### src/rtl/ccd_asm_pkg.sv
package ccd_asm_pkg;

  localparam int unsigned DEF_SAMPLE_W = 12;
  localparam int unsigned DEF_N_BLACK  = 32;
  localparam int unsigned DEF_N_DUMMY  = 4;
  localparam int unsigned DEF_N_ACTIVE = 10000;

  // Where the odd half of a completed pair comes from
  typedef enum logic [1:0] {
    PS_NONE     = 2'd0,
    PS_BUFFERED = 2'd1,
    PS_DIRECT   = 2'd2
  } partner_src_e;

endpackage

### src/rtl/ccd_pair_align.sv
module ccd_pair_align
  import ccd_asm_pkg::*;
#(
  parameter int unsigned SAMPLE_W = 12,
  parameter int unsigned IDX_W    = 13
) (
  input  logic                clk,
  input  logic                rst_n,
  input  logic                ch1_v_i,
  input  logic [IDX_W-1:0]    ch1_idx_i,
  input  logic [SAMPLE_W-1:0] ch1_s_i,
  input  logic                ch2_v_i,
  input  logic [IDX_W-1:0]    ch2_idx_i,
  input  logic [SAMPLE_W-1:0] ch2_s_i,
  output logic                pair_v_o,
  output logic [IDX_W-1:0]    pair_idx_o,
  output logic [SAMPLE_W-1:0] odd_o,
  output logic [SAMPLE_W-1:0] even_o,
  output logic                err_o
);

  logic                buf_v_q, buf_v_n;
  logic [IDX_W-1:0]    buf_idx_q;
  logic [SAMPLE_W-1:0] buf_s_q;
  logic                buf_ld;
  logic                buf_hit, dir_hit, miss, overrun;
  partner_src_e        src;

  always_comb begin
    buf_hit = ch2_v_i & buf_v_q & (buf_idx_q == ch2_idx_i);
    dir_hit = ch2_v_i & ~buf_hit & ch1_v_i & (ch1_idx_i == ch2_idx_i);
    if (buf_hit)      src = PS_BUFFERED;
    else if (dir_hit) src = PS_DIRECT;
    else              src = PS_NONE;

    pair_v_o   = (src != PS_NONE);
    pair_idx_o = ch2_idx_i;
    odd_o      = (src == PS_BUFFERED) ? buf_s_q : ch1_s_i;
    even_o     = ch2_s_i;

    miss    = ch2_v_i & (src == PS_NONE);
    overrun = ch1_v_i & buf_v_q & ~buf_hit;
    err_o   = miss | overrun;

    buf_ld  = ch1_v_i & (src != PS_DIRECT);
    if (buf_ld)       buf_v_n = 1'b1;
    else if (ch2_v_i) buf_v_n = 1'b0;
    else              buf_v_n = buf_v_q;
  end

  always_ff @(posedge clk or negedge rst_n) begin
    if (!rst_n) begin
      buf_v_q   <= 1'b0;
      buf_idx_q <= '0;
      buf_s_q   <= '0;
    end else begin
      buf_v_q <= buf_v_n;
      if (buf_ld) begin
        buf_idx_q <= ch1_idx_i;
        buf_s_q   <= ch1_s_i;
      end
    end
  end

  // an even sample with nothing to pair against flags an error
  p_orphan_even_r7: assert property (@(posedge clk) disable iff (!rst_n)
    (ch2_v_i && !buf_v_q && !ch1_v_i) |-> err_o);

  // an early odd sample is held for its partner
  p_odd_held_r9: assert property (@(posedge clk) disable iff (!rst_n)
    (ch1_v_i && !ch2_v_i && !buf_v_q) |=> (buf_v_q && buf_idx_q == $past(ch1_idx_i)));

endmodule

### src/rtl/ccd_black_est.sv
module ccd_black_est #(
  parameter int unsigned SAMPLE_W = 12,
  parameter int unsigned N_BLACK  = 32,
  parameter int unsigned IDX_W    = 13
) (
  input  logic                clk,
  input  logic                rst_n,
  input  logic                pair_v_i,
  input  logic [IDX_W-1:0]    pair_idx_i,
  input  logic [SAMPLE_W-1:0] odd_i,
  input  logic [SAMPLE_W-1:0] even_i,
  output logic [SAMPLE_W-1:0] blk_o
);

  localparam int unsigned SHIFT  = $clog2(N_BLACK);
  localparam int unsigned ACC_W  = SAMPLE_W + SHIFT;
  localparam int unsigned B_PAIR = N_BLACK / 2;

  logic [ACC_W-1:0]    acc_q, acc_n;
  logic [SAMPLE_W-1:0] blk_q, blk_n;
  logic                acc_en, blk_ld;

  always_comb begin
    acc_en = pair_v_i & (pair_idx_i < IDX_W'(B_PAIR));
    acc_n  = ((pair_idx_i == '0) ? '0 : acc_q) + ACC_W'(odd_i) + ACC_W'(even_i);
    blk_ld = acc_en & (pair_idx_i == IDX_W'(B_PAIR - 1));
    blk_n  = SAMPLE_W'(acc_n >> SHIFT);
  end

  always_ff @(posedge clk or negedge rst_n) begin
    if (!rst_n) begin
      acc_q <= '0;
      blk_q <= '0;
    end else begin
      if (acc_en) acc_q <= acc_n;
      if (blk_ld) blk_q <= blk_n;
    end
  end

  assign blk_o = blk_q;

  // pairs past the shielded region leave the black level untouched
  p_black_stable_r2: assert property (@(posedge clk) disable iff (!rst_n)
    (pair_v_i && pair_idx_i >= IDX_W'(B_PAIR)) |=> $stable(blk_o));

endmodule

### src/rtl/ccd_line_emit.sv
module ccd_line_emit #(
  parameter int unsigned SAMPLE_W  = 12,
  parameter int unsigned IDX_W     = 13,
  parameter int unsigned NUM_W     = 14,
  parameter int unsigned FIRST_ACT = 18,
  parameter int unsigned N_ACTIVE  = 10000
) (
  input  logic                clk,
  input  logic                rst_n,
  input  logic                pair_v_i,
  input  logic [IDX_W-1:0]    pair_idx_i,
  input  logic [SAMPLE_W-1:0] odd_i,
  input  logic [SAMPLE_W-1:0] even_i,
  input  logic [SAMPLE_W-1:0] blk_i,
  input  logic                err_i,
  output logic                pix_valid_o,
  output logic [NUM_W-1:0]    pix_num_o,
  output logic [SAMPLE_W-1:0] pix_data_o,
  output logic                sol_o,
  output logic                eol_o,
  output logic                err_o,
  output logic                line_bad_o
);

  localparam int unsigned LAST_ACT = FIRST_ACT + N_ACTIVE / 2 - 1;

  function automatic logic [SAMPLE_W-1:0] sat_sub(input logic [SAMPLE_W-1:0] a,
                                                  input logic [SAMPLE_W-1:0] b);
    logic [SAMPLE_W:0] d;
    d = {1'b0, a} - {1'b0, b};
    return d[SAMPLE_W] ? '0 : d[SAMPLE_W-1:0];
  endfunction

  logic                out_v_q, out_v_n, sol_q, sol_n, eol_q, eol_n;
  logic [NUM_W-1:0]    out_num_q, out_num_n, hold_num_q;
  logic [SAMPLE_W-1:0] out_dat_q, out_dat_n, hold_dat_q;
  logic                hold_v_q, hold_v_n;
  logic                err_q, bad_q, bad_n;
  logic                is_act, out_en, line_start;
  logic [IDX_W-1:0]    rel;
  logic [NUM_W-1:0]    odd_num;

  always_comb begin
    is_act  = pair_v_i & (pair_idx_i >= IDX_W'(FIRST_ACT)) & (pair_idx_i <= IDX_W'(LAST_ACT));
    rel     = pair_idx_i - IDX_W'(FIRST_ACT);
    odd_num = NUM_W'({rel, 1'b1});
    out_en  = is_act | hold_v_q;

    out_v_n   = 1'b0;
    out_num_n = out_num_q;
    out_dat_n = out_dat_q;
    hold_v_n  = hold_v_q;
    if (is_act) begin
      out_v_n   = 1'b1;
      out_num_n = odd_num;
      out_dat_n = sat_sub(odd_i, blk_i);
      hold_v_n  = 1'b1;
    end else if (hold_v_q) begin
      out_v_n   = 1'b1;
      out_num_n = hold_num_q;
      out_dat_n = hold_dat_q;
      hold_v_n  = 1'b0;
    end
    sol_n = out_v_n & (out_num_n == NUM_W'(1));
    eol_n = out_v_n & (out_num_n == NUM_W'(N_ACTIVE));

    line_start = pair_v_i & (pair_idx_i == '0);
    bad_n      = (line_start ? 1'b0 : bad_q) | err_i;
  end

  always_ff @(posedge clk or negedge rst_n) begin
    if (!rst_n) begin
      out_v_q    <= 1'b0;
      out_num_q  <= '0;
      out_dat_q  <= '0;
      sol_q      <= 1'b0;
      eol_q      <= 1'b0;
      hold_v_q   <= 1'b0;
      hold_num_q <= '0;
      hold_dat_q <= '0;
      err_q      <= 1'b0;
      bad_q      <= 1'b0;
    end else begin
      out_v_q  <= out_v_n;
      sol_q    <= sol_n;
      eol_q    <= eol_n;
      hold_v_q <= hold_v_n;
      err_q    <= err_i;
      bad_q    <= bad_n;
      if (out_en) begin
        out_num_q <= out_num_n;
        out_dat_q <= out_dat_n;
      end
      if (is_act) begin
        hold_num_q <= odd_num + NUM_W'(1);
        hold_dat_q <= sat_sub(even_i, blk_i);
      end
    end
  end

  assign pix_valid_o = out_v_q;
  assign pix_num_o   = out_num_q;
  assign pix_data_o  = out_dat_q;
  assign sol_o       = sol_q;
  assign eol_o       = eol_q;
  assign err_o       = err_q;
  assign line_bad_o  = bad_q;

  // pairs never complete on back-to-back cycles
  p_pair_spacing_r10: assert property (@(posedge clk) disable iff (!rst_n)
    pair_v_i |=> !pair_v_i);

  // an odd pixel is always followed by its even neighbour
  p_even_follows_r3: assert property (@(posedge clk) disable iff (!rst_n)
    (pix_valid_o && pix_num_o[0]) |=> (pix_valid_o && pix_num_o == $past(pix_num_o) + NUM_W'(1)));

  // line markers sit on the first and last pixel
  p_sol_first_r5: assert property (@(posedge clk) disable iff (!rst_n)
    sol_o |-> (pix_valid_o && pix_num_o == NUM_W'(1)));
  p_eol_last_r5: assert property (@(posedge clk) disable iff (!rst_n)
    eol_o |-> (pix_valid_o && pix_num_o == NUM_W'(N_ACTIVE)));

  // an error always leaves the line marked bad
  p_err_marks_bad_r8: assert property (@(posedge clk) disable iff (!rst_n)
    err_o |-> line_bad_o);

endmodule

### src/rtl/ccd_line_asm.sv
module ccd_line_asm
  import ccd_asm_pkg::*;
#(
  parameter int unsigned SAMPLE_W = DEF_SAMPLE_W,
  parameter int unsigned N_BLACK  = DEF_N_BLACK,
  parameter int unsigned N_DUMMY  = DEF_N_DUMMY,
  parameter int unsigned N_ACTIVE = DEF_N_ACTIVE,
  localparam int unsigned CH_LEN    = (N_BLACK + N_DUMMY + N_ACTIVE) / 2,
  localparam int unsigned IDX_W     = $clog2(CH_LEN),
  localparam int unsigned NUM_W     = $clog2(N_ACTIVE + 1),
  localparam int unsigned FIRST_ACT = (N_BLACK + N_DUMMY) / 2
) (
  input  logic                clk,
  input  logic                rst_n,
  input  logic                ch1_valid_i,
  input  logic [IDX_W-1:0]    ch1_index_i,
  input  logic [SAMPLE_W-1:0] ch1_sample_i,
  input  logic                ch2_valid_i,
  input  logic [IDX_W-1:0]    ch2_index_i,
  input  logic [SAMPLE_W-1:0] ch2_sample_i,
  output logic                pix_valid_o,
  output logic [NUM_W-1:0]    pix_num_o,
  output logic [SAMPLE_W-1:0] pix_data_o,
  output logic                sol_o,
  output logic                eol_o,
  output logic                err_o,
  output logic                line_bad_o
);

  logic [1:0]          rst_sync_q;
  logic                rst_int_n;
  logic                pair_v, pair_err;
  logic [IDX_W-1:0]    pair_idx;
  logic [SAMPLE_W-1:0] pair_odd, pair_even, blk;

  // asynchronous assertion, synchronous release
  always_ff @(posedge clk or negedge rst_n) begin
    if (!rst_n) rst_sync_q <= 2'b00;
    else        rst_sync_q <= {rst_sync_q[0], 1'b1};
  end
  assign rst_int_n = rst_sync_q[1];

  ccd_pair_align #(.SAMPLE_W(SAMPLE_W), .IDX_W(IDX_W)) u_align (
    .clk(clk), .rst_n(rst_int_n),
    .ch1_v_i(ch1_valid_i), .ch1_idx_i(ch1_index_i), .ch1_s_i(ch1_sample_i),
    .ch2_v_i(ch2_valid_i), .ch2_idx_i(ch2_index_i), .ch2_s_i(ch2_sample_i),
    .pair_v_o(pair_v), .pair_idx_o(pair_idx), .odd_o(pair_odd), .even_o(pair_even),
    .err_o(pair_err)
  );

  ccd_black_est #(.SAMPLE_W(SAMPLE_W), .N_BLACK(N_BLACK), .IDX_W(IDX_W)) u_black (
    .clk(clk), .rst_n(rst_int_n),
    .pair_v_i(pair_v), .pair_idx_i(pair_idx), .odd_i(pair_odd), .even_i(pair_even),
    .blk_o(blk)
  );

  ccd_line_emit #(.SAMPLE_W(SAMPLE_W), .IDX_W(IDX_W), .NUM_W(NUM_W),
                  .FIRST_ACT(FIRST_ACT), .N_ACTIVE(N_ACTIVE)) u_emit (
    .clk(clk), .rst_n(rst_int_n),
    .pair_v_i(pair_v), .pair_idx_i(pair_idx), .odd_i(pair_odd), .even_i(pair_even),
    .blk_i(blk), .err_i(pair_err),
    .pix_valid_o(pix_valid_o), .pix_num_o(pix_num_o), .pix_data_o(pix_data_o),
    .sol_o(sol_o), .eol_o(eol_o), .err_o(err_o), .line_bad_o(line_bad_o)
  );

  // shielded and dummy pairs never reach the output
  p_no_head_output_r6: assert property (@(posedge clk) disable iff (!rst_int_n)
    (pair_v && pair_idx < IDX_W'(FIRST_ACT) && !pix_valid_o) |=> !pix_valid_o);

endmodule

### config.mk
export PLATFORM = sky130hd
export DESIGN_NAME = ccd_line_asm
export DESIGN_NICKNAME = d
export VERILOG_FILES = /design/src/rtl/ccd_asm_pkg.sv /design/src/rtl/ccd_pair_align.sv /design/src/rtl/ccd_black_est.sv /design/src/rtl/ccd_line_emit.sv /design/src/rtl/ccd_line_asm.sv
export SDC_FILE = /design/constraint.sdc
export NUM_CORES = 1
export LEC_CHECK = 0
export BUFFER_PORTS_ARGS = -buffer_cell sky130_fd_sc_hd__buf_4
export CAP_MARGIN = 20
export CORE_MARGIN = 2
export CORE_UTILIZATION = 45
export CTS_CLUSTER_DIAMETER = 40
export DETAILED_ROUTE_END_ITERATION = 10
export PLACE_DENSITY = 0.62
export SLEW_MARGIN = 20
export SYNTH_ARGS = -nofsm -noshare
export SYNTH_HDL_FRONTEND = slang
export SYNTH_SLANG_ARGS = --single-unit
### constraint.sdc
create_clock -name clk -period 4.45 [get_ports clk]
set_input_delay 0.6675 -clock clk [delete_from_list [all_inputs] [get_ports clk]]
set_output_delay 0.6675 -clock clk [all_outputs]
set_load 0.02 [all_outputs]
-- Yosys cells after proc, flatten, opt, wreduce, memory -nomap -nowiden
Cells that the tools add are included.
- add/sub/neg operators: 6
- bitwise logic cells: 20
- $lt $le $gt $ge: 3
- reduce and logical (&&, ||, !) cells: 6
- eq/ne operators: 7
- muxes and demuxes: 16
- multipliers: 0
- divide/modulo/power cells: 0
- shift operators: 0
- operators by type and width (kind ; count):
    2-to-1 mux 12 bit ; 5
    adder 17 x 12 -> 17 bit ; 2
    2-to-1 mux 14 bit ; 2
    == test 13 bit ; 2
    subtractor 12 x 12 -> 13 bit ; 2
    2-to-1 mux 17 bit ; 1
    bitwise AND 1 bit ; 16
    adder 14 x 1 -> 14 bit, second input constant ; 1
    == test 14 x 1 -> 1 bit, second input constant ; 1
    == test 14 bit, second input constant ; 1
    == test 13 x 4 -> 1 bit, second input constant ; 1
    greater-or-equal comparator 13 x 5 -> 1 bit, second input constant ; 1
    less-or-equal comparator 13 bit, second input constant ; 1
    zero test 13 bit ; 1
    less-than comparator 13 x 5 -> 1 bit, second input constant ; 1
    subtractor 13 x 5 -> 13 bit, second input constant ; 1
    2-to-1 mux 1 bit ; 6
    nonzero test 2 bit ; 3
    2-to-1 mux 2 bit ; 2
    OR 1 bit ; 3
    == test 2 x 1 -> 1 bit, second input constant ; 1
    zero test 2 bit ; 1
    inequality test 2 bit, second input constant ; 1
    AND reduction 2 bit ; 1
    inverter 1 bit ; 1
- register bits: 115
- word-level logic and storage cells: 74
- latch bits: 0
- memory bits (writable): 0
- memories: 0
- bits in read-only memories: 0

-- Logic depth before layout (Yosys ltp)
- depth after elaboration: 14
- gate-level depth with buffers: 19
- depth with buffers taken out: 17

-- Cells and area by module
From an unflattened synthesis, not the netlist that was laid out.
- cells, all modules: 851
- area total of the unflattened synthesis: 8060.2 um2
- modules (own cells, without submodules) (module ; seq. area each (um2) ; times used ; cells each ; area each (um2)):
    ccd_line_emit ; 1426.4 ; 1 ; 450 ; 4106.4
    ccd_black_est ; 725.7 ; 1 ; 227 ; 2119.5
    ccd_pair_align ; 650.6 ; 1 ; 171 ; 1780.5
    ccd_line_asm ; 50.0 ; 1 ; 3 ; 53.8

-- Least setup slack after synthesis
No wires, ideal clock.
- path kind: in2reg
- from: input port ch2_index_i[5]
- to: register u_black.blk_q[11], in the netlist u_black.blk_o[11]
- setup time: 0.095 ns
- required time: 4.355 ns
- stages: 18
- arrival: 4.370 ns
- setup slack: -0.015 ns
- buffers on the path: 3
- cell sequence: clkbuf_1 > xor2_1 > nor4_1 > and4_1 > buf_2 > clkbuf_1 > nand2_1 > nand2_1 > inv_1 > fa_1 > inv_1 > ha_1 > or3_1 > o31a_1 > a41oi_1 > a211oi_1 > xnor2_1 > o31ai_1
- longest elaborated chain between the ends: 12
- ends and longest elaborated chain (what ; RTL line ; RTL):
    start: declaration ; ccd_line_asm.sv:19 ; input logic [IDX_W-1:0] ch2_index_i,
    == test 13 bit ; ccd_pair_align.sv:30 ; buf_hit = ch2_v_i & buf_v_q & (buf_idx_q == ch2_idx_i);
    bitwise AND 1 bit ; ccd_pair_align.sv:30 ;
    inverter 1 bit ; ccd_pair_align.sv:31 ; dir_hit = ch2_v_i & ~buf_hit & ch1_v_i & (ch1_idx_i == ch2_idx_i);
    bitwise AND 1 bit (3 in a row) ; ccd_pair_align.sv:31 ;
    2-to-1 mux 2 bit ; ccd_pair_align.sv:33 ; else if (dir_hit) src = PS_DIRECT;
    2-to-1 mux 2 bit ; ccd_pair_align.sv:32 ; if (buf_hit) src = PS_BUFFERED;
    == test 2 x 1 -> 1 bit ; ccd_pair_align.sv:38 ; odd_o = (src == PS_BUFFERED) ? buf_s_q : ch1_s_i;
    2-to-1 mux 12 bit ; ccd_pair_align.sv:38 ;
    adder 17 x 12 -> 17 bit (2 in a row) ; ccd_black_est.sv:25 ; acc_n = ((pair_idx_i == '0) ? '0 : acc_q) + ACC_W'(odd_i) + ACC_W'(even_i);
    end signal: assignment ; ccd_black_est.sv:36 ; if (blk_ld) blk_q <= blk_n;
    end: declaration ; ccd_black_est.sv:20 ; logic [SAMPLE_W-1:0] blk_q, blk_n;
Parallel ways exist; a longest one is shown, timed or not.
A chain may end at the register's enable or synchronous reset.

-- Worst setup path in the final report
- from: register u_align.buf_idx_q[1]
- to: register u_black.blk_q[8], in the netlist u_black.blk_o[8]
- longest elaborated chain between the ends: 12
- ends and longest elaborated chain (what ; RTL line ; RTL):
    start: declaration ; ccd_pair_align.sv:23 ; logic [IDX_W-1:0] buf_idx_q;
    start signal: assignment ; ccd_pair_align.sv:59 ; buf_idx_q <= ch1_idx_i;
    == test 13 bit (*) ; ccd_pair_align.sv:30 ;
    bitwise AND 1 bit (*) ; ccd_pair_align.sv:30 ;
    inverter 1 bit ; ccd_pair_align.sv:31 ;
    bitwise AND 1 bit (3 in a row) ; ccd_pair_align.sv:31 ;
    2-to-1 mux 2 bit ; ccd_pair_align.sv:33 ;
    2-to-1 mux 2 bit (*) ; ccd_pair_align.sv:32 ;
    == test 2 x 1 -> 1 bit ; ccd_pair_align.sv:38 ;
    2-to-1 mux 12 bit ; ccd_pair_align.sv:38 ;
    adder 17 x 12 -> 17 bit (2 in a row) ; ccd_black_est.sv:25 ;
Every way passes the cells marked *; elsewhere a longest branch is shown, timed or not.

==> impl_summary.log <==
INFO  metric worst_slew_margin_rel = 0.499
INFO  metric clockPowerShare = 0.485
INFO  metric p_total = 3.01 mW
INFO  metric netSwitchingFraction = 0.259
INFO  metric num-nets-final = 1091
INFO  metric slew_violations = 0
INFO  metric cts-root-buf = sky130_fd_sc_hd__clkbuf_16
INFO  metric p_per_area = about 320 nW/µm²
INFO  metric insertedDiodeCount = 0
INFO  metric design.core.area = around 17000 µm²
INFO  metric critical_path_arrival = 4.42 ns
INFO  metric synth_largest_area_cell = sky130_fd_sc_hd__dfrtp_1
INFO  metric comb_power_share = 0.152
INFO  metric finalInstanceArea = between 9000 and 10000 µm²
INFO  metric cts_htree_levels = 4
INFO  metric grt_start_max_net_pins = between 50 and 60
INFO  metric design.die.area = 18000 µm²
INFO  metric regToRegStartpoint = u_align.buf_idx_q[1]
INFO  metric dpl_worst_slack = -0.0474 ns
INFO  metric detailroute.via_count = between 6k and 7k
INFO  metric die_span_in_y = about 130 µm
INFO  metric placement_rows = between 40 and 50
INFO  metric clock_path_buffers = 2
INFO  metric synth_common_cells = sky130_fd_sc_hd__nand2_1 (123), sky130_fd_sc_hd__dfrtp_1 (114), sky130_fd_sc_hd__o21ai_0 (74)
INFO  metric ys_async_sr_fraction = 1.00
INFO  metric hp-class = in2async
INFO  metric postCtsHoldBufs = 0
INFO  metric yosys-top-cells-area = sky130_fd_sc_hd__dfrtp_1 (37%), sky130_fd_sc_hd__ha_1 (6.9%), sky130_fd_sc_hd__nand2_1 (6.1%)
INFO  metric warning_count_from_the_yosys_run = 0
INFO  metric grt_util_all_layers = 0.228
INFO  metric synth_sequential_area_ratio = 0.374
INFO  metric startpoint = u_align.buf_idx_q[1]
INFO  metric post_route_cells_drive_above_1_share = 0.233
INFO  metric cts_tree = done
INFO  metric total_switching_power = between 700 and 800 µW
INFO  metric fp.dieW = approximately 130 µm
INFO  metric synth_seq_cells = ~110
INFO  metric post_synth_and_or_nand_nor_area_fraction = 0.177
INFO  metric synth.avg_cell_area = about 9 µm²
INFO  metric yosysTopAreaCellShare = 0.374
INFO  metric path_max_fanout = 8
INFO  metric rr_worst_depth = 17
INFO  metric wl = just under 20 mm
INFO  metric final_core_utilization = 0.574
INFO  metric regArea = between 2000 and 3000 µm²
INFO  metric drt_pre_antenna_iters = 4
INFO  metric worstSetupPathType = reg2reg
INFO  metric placement.io_buffers = 84
INFO  metric grt_pass1_wl = between 30 and 40 mm
INFO  metric pwr-share-seq = 0.362
INFO  metric compound_gate_fraction_of_synth_area = 0.142
INFO  metric detail-route-antenna-nets = 0
INFO  metric finalSetupViolCount = 0
INFO  metric synthAdderAreaFrac = 0.108
INFO  metric syn-instance-count = approximately 850
INFO  metric dp.final_hpwl = between 15 and 20 mm
INFO  metric final_hold_violating_endpoints = 0
INFO  metric floorplan.initialDensity = 0.460
INFO  metric io_pins = 85
INFO  metric clock_insertion_delay_worst_skew = approximately 0.42 ns
INFO  metric synth_most_common_cell = sky130_fd_sc_hd__nand2_1
INFO  metric grt_setup_unrepaired = false
INFO  metric timing.final.crit_share = 0.933
INFO  metric viasPerCell = between 5 and 6
INFO  metric cp_startpoint_kind = flop
INFO  metric fillerInstances = between 1.5k and 2k
INFO  metric p_leak = 4.52 nW
INFO  metric synthFlopType = sky130_fd_sc_hd__dfrtp_1
INFO  metric combinational_family_with_the_most_area_after_synthesis = simple AND/OR/NAND/NOR gates
INFO  metric clk_pin_slew = about 0.060 ns
INFO  metric via_count_of_the_first_global_routing_pass = around 6.3k
INFO  metric dr.first_iter.drc_count = around 420
INFO  metric post_synthesis_share_of_cell_area_spent_on_xor_and_xnor_gates = 0.0838
INFO  metric setup.reg_to_reg.worst_slack = between 0.2 and 0.3 ns
INFO  metric routedWlPerCell = roughly 16 µm
INFO  metric timing.critical_path.to_type = flop
INFO  metric synthMuxAreaShare = 0.0607
INFO  metric synth.lib_cells_used.distinct = 59
INFO  metric ir_worst_vdd = approximately 0.26 mV
INFO  metric placedInstanceArea = approximately 8900 µm²
INFO  metric antenna_violations_before_repair = 0
INFO  metric grt-ovfl-total = 0
INFO  metric setup_slack = roughly 0.3 ns
INFO  metric clock.fmax = between 200 and 250 MHz
INFO  metric multiInputGateArea = between 4000 and 5000 µm²
INFO  metric finalWorstPathRequiredPeriod = between 4 and 5 ns
INFO  metric drc = 0
INFO  metric timing.setup.tns = 0 ns
INFO  metric edff_count_synth = 0
INFO  metric syn-cell-area = approximately 7600 µm²
INFO  metric syn2layout_area_growth = 24.9%
INFO  metric cap_violations = 0
INFO  metric gpl.final_weighted_congestion = 0.885
INFO  metric cellInternalPower = between 2 and 2.5 mW
INFO  metric synth.net_count = 956
INFO  metric outcome = completed
INFO  metric tritoncts.num_buffers = 17
INFO  metric critical_path_required = 4.72 ns
INFO  metric clock_sink_count = between 100 and 150
INFO  metric worst_tran_pin_value = roughly 0.75 ns
INFO  metric finClkSkew = 0.00867 ns
## power groups by stage
stage,Combinational [mW],Sequential (mW),Clock (mW)
floorplan,0.271,1.11,0
global route,0.509,1.10,1.53
global placement,0.451,1.11,0
detailed placement,0.453,1.11,0
finish,0.459,1.09,1.46
CTS,0.456,1.09,1.48
## cell type report
cell class | instances | area share
clock buffers | 20 | 0.0469
clock inverters | 12 | 0.0189
flip-flops and latches | 114 | 0.300
repair buffers | 149 | 0.117
multi-input cells | 629 | 0.461
well taps | 220 | 0.0289
inverters | 69 | 0.0272
## worst paths after layout
check	end
worst max-delay path	u_black.blk_o[8]
min in group clk	rst_sync_q[1]
worst max register to register	u_black.blk_o[8]
max in group asynchronous	u_emit.pix_num_o[2]
worst min-delay path	rst_sync_q[0]
worst min register to register	rst_sync_q[1]
## layer usage
layer / global-route usage / up-vias / part of all wire
li1: - / 3189 / -
met1: 0.335 / 2996 / 0.50
met2: 0.348 / 146 / 0.44
met3: 0.0359 / 25 / 0.038
met4: 0.0684 / 0 / 0.016
met5: 0 / - / 0
## cells by family after synthesis
logic type / count (synthesis)
AOI/OAI and AO/OA: 174
xor gates and xnor gates: 73
other: 1
DFF: 114
buffers and inverters: 102
and+or+nand+nor: 282
muxes: 42
adders and majority gates: 57
## layout by cell type, fill, tap and decap left out, types with 4 or more instances in the layout
cell | synthesis | layout
sky130_fd_sc_hd__a21o_1 | 7 | 7
sky130_fd_sc_hd__fa_1 | 15 | 15
sky130_fd_sc_hd__and3_1 | 4 | 4
sky130_fd_sc_hd__clkbuf_16 | 0 | 17
sky130_fd_sc_hd__or2_2 | 6 | 6
sky130_fd_sc_hd__o31ai_1 | 5 | 5
sky130_fd_sc_hd__nand2_1 | 123 | 123
sky130_fd_sc_hd__ha_1 | 42 | 42
sky130_fd_sc_hd__o21bai_1 | 5 | 5
sky130_fd_sc_hd__mux2_2 | 34 | 34
sky130_fd_sc_hd__nor3_1 | 8 | 8
sky130_fd_sc_hd__o211ai_1 | 4 | 4
sky130_fd_sc_hd__xor2_1 | 48 | 48
sky130_fd_sc_hd__nor4_1 | 20 | 20
sky130_fd_sc_hd__a211oi_1 | 9 | 7
sky130_fd_sc_hd__a31oi_1 | 10 | 10
sky130_fd_sc_hd__or3_1 | 20 | 20
sky130_fd_sc_hd__xnor2_1 | 25 | 25
sky130_fd_sc_hd__inv_1 | 68 | 68
sky130_fd_sc_hd__nor2b_1 | 5 | 5
sky130_fd_sc_hd__or4_1 | 5 | 5
sky130_fd_sc_hd__bufinv_16 | 0 | 4
sky130_fd_sc_hd__nor2_1 | 49 | 49
sky130_fd_sc_hd__dfrtp_1 | 114 | 113
sky130_fd_sc_hd__o21ai_0 | 74 | 74
sky130_fd_sc_hd__mux2i_1 | 8 | 8
sky130_fd_sc_hd__nand4_1 | 4 | 4
sky130_fd_sc_hd__nand3_1 | 15 | 15
sky130_fd_sc_hd__nand2b_1 | 9 | 9
sky130_fd_sc_hd__o21a_1 | 6 | 6
sky130_fd_sc_hd__and4_1 | 4 | 4
sky130_fd_sc_hd__buf_4 | 0 | 149
sky130_fd_sc_hd__clkinvlp_4 | 0 | 5
sky130_fd_sc_hd__and2_1 | 5 | 5
sky130_fd_sc_hd__a21oi_1 | 25 | 25
## per-stage QoR
| step | instances | hold slack [ns] |
|---|---|---|
| 2_1_floorplan | 845 | 0.331 |
| 3_3_place_gp | 1181 | 0.336 |
| 3_5_place_dp | 1181 | 0.344 |
| 4_1_cts | 1213 | 0.00168 |
| 5_1_grt | 1213 | 0.0000849 |
| 6_report | 1213 | 0.0162 |
## worst max-delay path, cell delays in order (launching register included)
cell,delay [ns]
sky130_fd_sc_hd__dfrtp_1,0.40
sky130_fd_sc_hd__xor2_1,0.19
sky130_fd_sc_hd__nor4_1,0.38
sky130_fd_sc_hd__and4_1,0.25
sky130_fd_sc_hd__buf_4,0.17
sky130_fd_sc_hd__buf_4,0.12
sky130_fd_sc_hd__mux2i_1,0.36
sky130_fd_sc_hd__fa_1,0.26
sky130_fd_sc_hd__inv_1,0.05
sky130_fd_sc_hd__ha_1,0.22
sky130_fd_sc_hd__fa_1,0.40
sky130_fd_sc_hd__a211oi_1,0.22
sky130_fd_sc_hd__nor2_1,0.10
sky130_fd_sc_hd__o221ai_1,0.20
sky130_fd_sc_hd__a21oi_1,0.15
sky130_fd_sc_hd__o21a_1,0.25
sky130_fd_sc_hd__xor2_1,0.20
sky130_fd_sc_hd__o21ai_0,0.09
## state kept, by name (all words and copies together), names as in the netlist
| signal | count |
|---|---|
| rst_sync_q | 2 |
| u_align.buf_idx_q | 13 |
| u_align.buf_s_q | 12 |
| u_align.buf_v_q | 1 |
| u_black.acc_q | 17 |
| u_black.blk_o | 12 |
| u_emit.eol_o | 1 |
| u_emit.err_o | 1 |
| u_emit.hold_dat_q | 12 |
| u_emit.hold_num_q | 13 |
| u_emit.hold_v_q | 1 |
| u_emit.line_bad_o | 1 |
| u_emit.pix_data_o | 12 |
| u_emit.pix_num_o | 14 |
| u_emit.pix_valid_o | 1 |
| u_emit.sol_o | 1 |
## repair_timing
item | 4_1_cts | 5_1_grt
resized for setup | 0 | 2
endpoints found under the setup margin | 0 | 4
buffers inserted | 0 | 0
(Power assumes the default switching activity.)
